<file path="src/rtl/xfer_pkg.sv">
package xfer_pkg;
  localparam int REG_AW = 5;
  localparam int DW     = 8;
  localparam int NSTAT  = 4;

  localparam logic [REG_AW-1:0] A_CNT0  = 5'h00;
  localparam logic [REG_AW-1:0] A_ADDR0 = 5'h04;
  localparam logic [REG_AW-1:0] A_STAT  = 5'h08;
  localparam logic [REG_AW-1:0] A_EN    = 5'h09;

  localparam int B_DMA  = 0;
  localparam int B_PIO  = 1;
  localparam int B_DONE = 2;
  localparam int B_WRAP = 3;
endpackage

</file>
<file path="src/rtl/xfer_count.sv">
module xfer_count #(
  parameter int CNT_W = 24,
  parameter int HA_W  = 32,
  parameter int DW    = 8,
  localparam int CNT_BYTES = CNT_W / DW
) (
  input  logic                 clk,
  input  logic                 rst_n,
  input  logic                 hit_i,
  input  logic [CNT_BYTES-1:0] byte_we_i,
  input  logic [DW-1:0]        wdata_i,
  output logic [CNT_W-1:0]     cnt_o,
  output logic [HA_W-1:0]      haddr_o,
  output logic                 done_evt_o,
  output logic                 wrap_evt_o
);
  logic [CNT_W-1:0] cnt_q, cnt_d;
  logic [HA_W-1:0]  haddr_q;
  logic             cnt_en;

  always_comb begin
    cnt_d      = cnt_q;
    done_evt_o = 1'b0;
    wrap_evt_o = 1'b0;
    if (|byte_we_i) begin
      for (int i = 0; i < CNT_BYTES; i++) begin
        if (byte_we_i[i]) cnt_d[i*DW +: DW] = wdata_i;
      end
    end else if (hit_i) begin
      cnt_d      = cnt_q - CNT_W'(1);
      done_evt_o = (cnt_q == CNT_W'(1));
      wrap_evt_o = (cnt_q == '0);
    end
  end

  assign cnt_en = hit_i | (|byte_we_i);

  always_ff @(posedge clk or negedge rst_n) begin
    if (!rst_n) cnt_q <= '0;
    else if (cnt_en) cnt_q <= cnt_d;
  end

  always_ff @(posedge clk or negedge rst_n) begin
    if (!rst_n) haddr_q <= '0;
    else if (hit_i) haddr_q <= haddr_q + HA_W'(1);
  end

  assign cnt_o   = cnt_q;
  assign haddr_o = haddr_q;

  AST_CNT_STEP: assert property (@(posedge clk) disable iff (!rst_n)
    (hit_i && !(|byte_we_i)) |=> (cnt_q == $past(cnt_q) - CNT_W'(1)));
  AST_DONE_AT_ZERO: assert property (@(posedge clk) disable iff (!rst_n)
    done_evt_o |=> (cnt_q == '0));
  AST_WRAP_AT_MAX: assert property (@(posedge clk) disable iff (!rst_n)
    wrap_evt_o |=> (cnt_q == '1));
  AST_ADDR_STEP: assert property (@(posedge clk) disable iff (!rst_n)
    hit_i |=> (haddr_q == $past(haddr_q) + HA_W'(1)));
  AST_WRITE_WINS: assert property (@(posedge clk) disable iff (!rst_n)
    (|byte_we_i) |-> !(done_evt_o || wrap_evt_o));
endmodule

</file>
<file path="src/rtl/xfer_status.sv">
module xfer_status #(
  parameter int NSTAT = 4
) (
  input  logic             clk,
  input  logic             rst_n,
  input  logic [NSTAT-1:0] set_i,
  input  logic             clr_we_i,
  input  logic [NSTAT-1:0] clr_mask_i,
  input  logic             en_we_i,
  input  logic [NSTAT-1:0] en_wdata_i,
  output logic [NSTAT-1:0] stat_o,
  output logic [NSTAT-1:0] en_o,
  output logic             irq_o
);
  logic [NSTAT-1:0] stat_q, stat_d, en_q, en_d, clr_eff;
  logic             irq_q, irq_d;

  assign clr_eff = clr_we_i ? clr_mask_i : '0;

  always_comb begin
    stat_d = (stat_q & ~clr_eff) | set_i;
    en_d   = en_we_i ? en_wdata_i : en_q;
    irq_d  = |(stat_d & en_d);
  end

  always_ff @(posedge clk or negedge rst_n) begin
    if (!rst_n) begin
      stat_q <= '0;
      irq_q  <= 1'b0;
    end else begin
      stat_q <= stat_d;
      irq_q  <= irq_d;
    end
  end

  always_ff @(posedge clk or negedge rst_n) begin
    if (!rst_n) en_q <= '0;
    else if (en_we_i) en_q <= en_wdata_i;
  end

  assign stat_o = stat_q;
  assign en_o   = en_q;
  assign irq_o  = irq_q;

  AST_SET_WINS: assert property (@(posedge clk) disable iff (!rst_n)
    (|set_i) |=> ((stat_q & $past(set_i)) == $past(set_i)));
  AST_CLEAR_W1C: assert property (@(posedge clk) disable iff (!rst_n)
    clr_we_i |=> ((stat_q & $past(clr_mask_i & ~set_i)) == '0));
  AST_STICKY: assert property (@(posedge clk) disable iff (!rst_n)
    !clr_we_i |=> ((stat_q & $past(stat_q)) == $past(stat_q)));
  AST_IRQ_QUIET: assert property (@(posedge clk) disable iff (!rst_n)
    ((stat_q & en_q) == '0) |-> !irq_q);
endmodule

</file>
<file path="src/rtl/xfer_rdmux.sv">
module xfer_rdmux #(
  parameter int CNT_W = 24,
  parameter int HA_W  = 32,
  parameter int NSTAT = 4,
  localparam int DW = xfer_pkg::DW,
  localparam int AW = xfer_pkg::REG_AW
) (
  input  logic             clk,
  input  logic             rst_n,
  input  logic             rd_i,
  input  logic [AW-1:0]    addr_i,
  input  logic [CNT_W-1:0] cnt_i,
  input  logic [HA_W-1:0]  haddr_i,
  input  logic [NSTAT-1:0] stat_i,
  input  logic [NSTAT-1:0] en_i,
  output logic [DW-1:0]    rdata_o
);
  import xfer_pkg::*;
  localparam int CB = CNT_W / DW;
  localparam int HB = HA_W / DW;

  logic [DW-1:0] sel, rdata_q;

  always_comb begin
    sel = '0;
    for (int i = 0; i < CB; i++)
      if (addr_i == A_CNT0 + AW'(i)) sel = cnt_i[i*DW +: DW];
    for (int j = 0; j < HB; j++)
      if (addr_i == A_ADDR0 + AW'(j)) sel = haddr_i[j*DW +: DW];
    if (addr_i == A_STAT) sel = DW'(stat_i);
    if (addr_i == A_EN)   sel = DW'(en_i);
  end

  always_ff @(posedge clk or negedge rst_n) begin
    if (!rst_n) rdata_q <= '0;
    else if (rd_i) rdata_q <= sel;
  end

  assign rdata_o = rdata_q;

  AST_RD_HOLD: assert property (@(posedge clk) disable iff (!rst_n)
    !rd_i |=> $stable(rdata_q));
endmodule

</file>
<file path="src/rtl/xfer_tracker.sv">
module xfer_tracker #(
  parameter int CNT_W = 24,
  parameter int HA_W  = 32
) (
  input  logic       clk,
  input  logic       rst_n,
  input  logic [4:0] reg_addr,
  input  logic [7:0] reg_wdata,
  input  logic       reg_wr,
  input  logic       reg_rd,
  output logic [7:0] reg_rdata,
  input  logic       xfer_ok,
  input  logic [1:0] evt_in,
  output logic       irq
);
  import xfer_pkg::*;
  localparam int CB = CNT_W / DW;

  logic [1:0]       rst_sync;
  logic             rst_ni;
  logic [CB-1:0]    cnt_we;
  logic [CNT_W-1:0] cnt;
  logic [HA_W-1:0]  haddr;
  logic             done_evt, wrap_evt;
  logic [NSTAT-1:0] set_vec, stat, en;

  always_ff @(posedge clk or negedge rst_n) begin
    if (!rst_n) rst_sync <= 2'b00;
    else        rst_sync <= {rst_sync[0], 1'b1};
  end
  assign rst_ni = rst_sync[1];

  for (genvar g = 0; g < CB; g++) begin : g_cnt_we
    assign cnt_we[g] = reg_wr && (reg_addr == A_CNT0 + REG_AW'(g));
  end

  always_comb begin
    set_vec         = '0;
    set_vec[B_DMA]  = evt_in[0];
    set_vec[B_PIO]  = evt_in[1];
    set_vec[B_DONE] = done_evt;
    set_vec[B_WRAP] = wrap_evt;
  end

  xfer_count #(.CNT_W(CNT_W), .HA_W(HA_W), .DW(DW)) u_count (
    .clk(clk), .rst_n(rst_ni), .hit_i(xfer_ok), .byte_we_i(cnt_we),
    .wdata_i(reg_wdata), .cnt_o(cnt), .haddr_o(haddr),
    .done_evt_o(done_evt), .wrap_evt_o(wrap_evt)
  );

  xfer_status #(.NSTAT(NSTAT)) u_status (
    .clk(clk), .rst_n(rst_ni), .set_i(set_vec),
    .clr_we_i(reg_wr && reg_addr == A_STAT), .clr_mask_i(reg_wdata[NSTAT-1:0]),
    .en_we_i(reg_wr && reg_addr == A_EN), .en_wdata_i(reg_wdata[NSTAT-1:0]),
    .stat_o(stat), .en_o(en), .irq_o(irq)
  );

  xfer_rdmux #(.CNT_W(CNT_W), .HA_W(HA_W), .NSTAT(NSTAT)) u_rd (
    .clk(clk), .rst_n(rst_ni), .rd_i(reg_rd), .addr_i(reg_addr),
    .cnt_i(cnt), .haddr_i(haddr), .stat_i(stat), .en_i(en),
    .rdata_o(reg_rdata)
  );

  AST_ZERO_WRITE_NO_DONE: assert property (@(posedge clk) disable iff (!rst_ni)
    (reg_wr && reg_addr <= 5'd2 && !stat[B_DONE]) |=> !stat[B_DONE]);
  AST_RESET_QUIET: assert property (@(posedge clk) disable iff (!rst_ni)
    $rose(rst_ni) |-> (stat == '0 && !irq));
endmodule

</file>
<file path="config.mk">
export PLATFORM = sky130hd
export DESIGN_NAME = xfer_tracker
export DESIGN_NICKNAME = d
export VERILOG_FILES = /design/src/rtl/xfer_pkg.sv /design/src/rtl/xfer_count.sv /design/src/rtl/xfer_status.sv /design/src/rtl/xfer_rdmux.sv /design/src/rtl/xfer_tracker.sv
export SDC_FILE = /design/constraint.sdc
export NUM_CORES = 1
export LEC_CHECK = 0
export CAP_MARGIN = 0
export CORE_ASPECT_RATIO = 1.25
export CORE_UTILIZATION = 60
export DETAILED_ROUTE_END_ITERATION = 8
export PLACE_DENSITY = 0.81
export SLEW_MARGIN = 25
export SYNTH_ARGS = -nofsm -noshare
export SYNTH_HDL_FRONTEND = slang
export SYNTH_HIERARCHICAL = 1
export SYNTH_SLANG_ARGS = --single-unit
</file>
<file path="constraint.sdc">
create_clock -name clk -period 3 [get_ports clk]
set_input_delay 0.75 -clock clk [delete_from_list [all_inputs] [get_ports clk]]
set_output_delay 0.75 -clock clk [all_outputs]
set_load 0.1 [all_outputs]
</file>
==> impl_metrics.tcl, run 1 <==
set metrics [dict create \
    yosysTopAreaCell "dfrtp_1" \
    cts_hold_buffers 0 \
    cts_max_path_buffers 2 \
    clk_pin_slew_ns 0.08 \
    avgSynthCellArea_um2 9.18 \
    ys_seq_area_share_pct 40.5 \
    die_area_um2 8090 \
    fin_skew_ns 0.0102 \
    firstDrtPassIters 5 \
    grt-busiest-layer "met2" \
    synth_fp_nets 529 \
    grt_pass1_wl_mm 22.2 \
    placed_area_um2 5240 \
    finalCritPeriodShare_pct 96.6 \
    io_pins 29 \
    dpl.hpwl_mm 10.3 \
    core_region_area_um2 7440 \
    min_path_type "register to asynchronous set/reset pin" \
    grt_use_total_pct 36.5 \
    start_kind "input pin" \
    setup_tns_ns 0 \
    die_width_um 80.6 \
    pre_cts_ws_ns -0.288 \
    critPathKind "input pin to register" \
    slew_viol_final 0 \
    grt_util_met3_pct 6.45 \
    gr-usage-met1_pct 43.2 \
    clockRootBuffer "clkbuf_8" \
    numPortBuffers 28 \
    clock_latency_ns 0.35 \
    post-route-cell-area_um2 5480 \
    netlist-cell-type-count 73 \
    synthArstFlopShare_pct 100 \
    path_max_fanout 5 \
    crit_path_end_kind "register" \
    period_needed_ns 2.90 \
    antenna_found_initial 0 \
    detail-route-antenna-nets 0 \
    yosysWarnings 6 \
    netlist.area_leader.share_pct 40.5 \
    status "complete, no violations" \
    pwr_density_cell_nw_per_um2 578 \
    worst_slew_pin_slew_ns 0.801 \
    slew_headroom_pct 46.2 \
    synthCells 505 \
    worstPathRequired_ns 3.22 \
    drive_above_1_share_pct 17.5 \
    area.growth.synth_to_final_pct 18.1 \
    gr-usage-met2_pct 60.0 \
    viasPerCell 7.00 \
    synthTopCellsByCount "75 x dfrtp_1, 39 x nor2_1, 30 x nand2_1, 28 x xnor2_1, 27 x a21oi_1" \
    netlist_top_cells_area "dfrtp_1 40%, xnor2_1 5.3%, nor2_1 3.2%" \
    grt_max_degree 40 \
    antenna_cells 0 \
    yosysMostFrequentCell "dfrtp_1" \
    cellLeakagePower_nw 2.16 \
    final_util_pct 73.6 \
    peakVddDrop_v 0.000492 \
    drc_errors 0 \
    gp_congestion 0.955 \
    dr.first_iter.drc_count 397 \
    cts_tree "yes" \
    vias 4608 \
    cap_violations 0 \
    wl_per_cell_um 21.2 \
    clock-sinks 75 \
    ys.flop_type "dfrtp_1" \
    setup_violations 0 \
    syn_area_um2 4640 \
    floorplan.die.height_um 100 \
    std_cell_rows 35 \
    first_global_vias 4485 \
    htree_levels 3 \
    fin_hold_ws_ns 0.352 \
    cts_buffers 9 \
    max_freq_ghz 0.345 \
    rr_startpoint "u_count/cnt_o[10]" \
    overflow 0 \
    cp.arrival_ns 3.12 \
    totalWireLength_mm 13.9 \
    nets 585 \
    hold_viol 0 \
    startpoint "reg_addr[1]" \
    synth_edf_count 0 \
    setup_slack_ns 0.103 \
    ys_ff_latch 75 \
    rsz0062_at_grt "yes" \
    initial_utilization_pct 62.3 \
]
cells in the final DEF (no fill, tap or decap), drive strengths merged, types with 6 or more instances in the layout:
cell and n:
dfrtp 75, buf 51, nor2 39, o21ai 31, nand2 30, xnor2 28, a21oi 27, clkdlybuf4s50 19
nand3 18, nor4 17, nand4 16, nor3 16, clkbuf 10, or2 10, nand2b 9, o22a 9
and3 8, nor3b 8, a31oi 8, a22oi 8, nand3b 7, and2 7, inv 7, or3 6
nor4b 6
area by class of cell:
class	count	area, um2
fill	560	1970
tap	92	115
clock inverter	6	88.8
timing repair buffer	70	611
inverter	6	22.5
sequential	75	1880
multi-input combinational	399	2630
clock buffer	10	128
flip-flops by register name, summed over array words and instances, names as in the netlist:
| signal | flops |
|---|---|
| u_rd/rdata_o | 8 |
| u_status/irq_o | 1 |
| u_status/en_o | 4 |
| u_status/stat_o | 4 |
| u_count/haddr_o | 32 |
| u_count/cnt_o | 24 |
| rst_sync | 2 |
worst paths after layout:
| path | endpoint | slack, ns | cells past startpoint |
|---|---|---|---|
| max in group asynchronous | u_count/haddr_o[8] | 1.95 | 1 |
| worst min-delay path | u_count/cnt_o[1] | 0.35 | 0 |
| min in group clk | rst_sync[1] | 0.36 | 0 |
| worst max register to register | u_count/cnt_o[16] | 0.38 | 4 |
| worst max-delay path | u_count/cnt_o[19] | 0.10 | 8 |
| worst min register to register | u_count/cnt_o[1] | 0.35 | 0 |
per-stage QoR:
stage | total power, mW | std cells
global route | 3.32 | 658
finish | 3.16 | 658
floorplan | 1.95 | 505
CTS | 3.14 | 658
global placement | 2.27 | 642
detailed placement | 2.28 | 642
report_power, final:
| part | switching (mW) | internal (mW) |
|---|---|---|
| combinational | 0.492 | 0.340 |
| clock | 0.387 | 0.470 |
| sequential | 0.296 | 1.18 |
| total | 1.17 | 1.99 |
timing repair:
item                                    in CTS  in global routing
setup buffers                                0                  0
gates resized for setup                      0                  3
endpoints found under the setup margin       0                 13
endpoints found under the hold margin        0                  0
cells by family after synthesis:
group | Yosys count | share of synthesized area (%)
AOI/OAI and AO/OA | 137 | 20.4
xor gates and xnor gates | 31 | 5.86
adders and majority gates | 4 | 1.08
buffers and inverters | 31 | 3.56
DFF | 75 | 40.5
muxes | 8 | 1.86
other | 1 | 0.0809
and+or+nand+nor | 218 | 26.7
routing by layer:
metal | vias up | wire (um)
met4 | 0 | 960
met2 | 249 | 6800
li1 | 2039 | -
met3 | 76 | 976
met5 | - | 0
met1 | 2244 | 5200
worst max-delay path, cell delays in order:
cell             delay, ns
clkdlybuf4s50_1       0.50
or3b_1                0.24
nor4_1                0.07
buf_4                 0.17
nor4_2                0.37
or4b_2                0.62
o32ai_1               0.28
a21oi_1               0.10
No activity file was read; power rests on OpenSTA's default activity.
==> inputs of run 2 (changes only) <==
CORE_MARGIN = 2   (was not set)
==> impl_metrics.tcl, run 2 (same netlist as run 1, synthesis figures left out) <==
set metrics [dict create \
    viasPerCell 6.96 \
    numPortBuffers 28 \
    crit_path_end_kind "register" \
    post-route-cell-area_um2 5490 \
    swShare_pct 38.1 \
    firstDrtPassIters 5 \
    hold_viol 0 \
    die_area_um2 8450 \
    nets 591 \
    min_path_type "register to asynchronous set/reset pin" \
    totalWireLength_mm 14.3 \
    p_sw_mw 1.19 \
    setup_slack_ns 0.114 \
    worstPathRequired_ns 3.23 \
    detail-route-antenna-nets 0 \
    cpMaxStageDelayCell "or4b_2" \
    cts_hold_buffers 0 \
    std_cell_rows 35 \
    cp_cell_sequence "clkdlybuf4s50_1 -> or3b_1 -> nor4b_2 -> buf_4 -> buf_4 -> nor4_1 -> or4b_2 -> o32ai_1 -> a21oi_1" \
    dpl.hpwl_mm 10.5 \
    fin_cells 664 \
    critPathKind "input pin to register" \
    finalPower_mw 3.13 \
    die_width_um 82.6 \
    clock_latency_ns 0.36 \
    mostFrequentLayoutCell "dfrtp_1" \
    setup_violations 0 \
    status "complete, no violations" \
    largest_register_ff_count 32 \
    area.growth.synth_to_final_pct 18.5 \
    cap_violations 0 \
    floorplan.die.height_um 102 \
    clockRootBuffer "clkbuf_8" \
    first_global_vias 4343 \
    grt_pass1_wl_mm 22.0 \
    final_util_pct 73.8 \
    gp_congestion 1.03 \
    vias 4622 \
    cts_buffers 9 \
    peakVddDrop_v 0.000529 \
    rsz0062_at_grt "no" \
    finalCritPeriodShare_pct 96.2 \
    clk_pin_slew_ns 0.09 \
    fin_hold_ws_ns 0.347 \
    initial_utilization_pct 62.3 \
    comb_power_share_pct 26.9 \
    clkPwrFrac_pct 25.9 \
    period_needed_ns 2.89 \
    antenna_cells 0 \
    slew_viol_final 0 \
    crit_path_max_incr_delay_ns 0.63 \
    placed_area_um2 5280 \
    core_region_area_um2 7440 \
    grt_use_total_pct 34.9 \
    cts_tree "yes" \
    clock-sinks 75 \
    seq_power_share_pct 47.2 \
    dr.first_iter.drc_count 404 \
    worst_path_most_repeated_cell "buf_4" \
    antenna_found_initial 0 \
    drive_above_1_share_pct 18.2 \
    max_freq_ghz 0.346 \
    worst_slew_pin_slew_ns 0.907 \
    htree_levels 3 \
    slew_headroom_pct 39.1 \
    grt_max_degree 43 \
    pwr_density_cell_nw_per_um2 569 \
    io_pins 29 \
    overflow 0 \
    pre_cts_ws_ns -0.204 \
    placed_cells 648 \
    drc_errors 0 \
    cp.arrival_ns 3.12 \
    power.internal_mw 1.94 \
    wl_per_cell_um 21.5 \
    start_kind "input pin" \
    cts_max_path_buffers 2 \
    mostFrequentLayoutCells "74 x dfrtp_1, 54 x buf_4, 39 x nor2_1" \
    fin_skew_ns 0.0117 \
    setup_tns_ns 0 \
    cellLeakagePower_nw 2.17 \
    path_max_fanout 4 \
]
## run 2: changes by cell type in the layout (fill, tap and decap cells not counted)
cell | before | now
nor4b_2 | 1 | 2
bufinv_16 | 2 | 1
clkinv_2 | 1 | 0
nor4_1 | 15 | 16
clkinvlp_4 | 2 | 3
buf_4 | 48 | 54
nor4_2 | 2 | 1
clkbuf_8 | 9 | 10
nor4b_4 | 1 | 0
## run 2: timing repair
action	4_1_cts	5_1_grt
buffers inserted	0	0
gates resized for setup	0	1
endpoints found under the setup margin	0	1
## run 2: worst paths after layout
| path | from | to | slack [ns] | cells after the start |
|---|---|---|---|---|
| worst min register to register | rst_sync[1] | u_count/cnt_o[8] | 0.35 | 0 |
| max in group asynchronous | rst_sync[1] | u_count/haddr_o[9] | 1.96 | 1 |
| min in group clk | rst_sync[0] | rst_sync[1] | 0.35 | 0 |
| worst max register to register | u_count/cnt_o[10] | u_count/cnt_o[16] | 0.37 | 4 |
| worst max-delay path | reg_addr[4] | u_count/cnt_o[19] | 0.11 | 9 |
| worst min-delay path | rst_sync[1] | u_count/cnt_o[8] | 0.35 | 0 |
## run 2: routing by layer
layer / share of wire [%] / track usage (%)
met1: 39 / 42.1
met2: 49 / 58.7
met3: 6.4 / 5.74
met4: 5.8 / 19.2
met5: 0 / 0
## run 2: worst max-delay path: cells and delay by family
family	cells	cell delay, ns
AOI/OAI and AO/OA	2	0.39
buffers and inverters	3	0.77
and+or+nand+nor	4	1.22
## run 2: power by group through the flow
| stage | registers (mW) | clock network (mW) | logic, mW |
|---|---|---|---|
| finish | 1.48 | 0.809 | 0.841 |
| global placement | 1.48 | 0 | 0.797 |
| detailed placement | 1.48 | 0 | 0.816 |
| floorplan | 1.47 | 0 | 0.483 |
| global route | 1.50 | 0.869 | 0.904 |
| CTS | 1.46 | 0.817 | 0.820 |
## run 2: layout make-up
cell class	instances	area, um2
flip-flops and latches	75	1880
clock buffers	11	141
repair buffers	76	656
multi-input cells	399	2620
fillers	548	1950
inverters	6	22.5
clock inverters	5	61.3
well taps	92	115
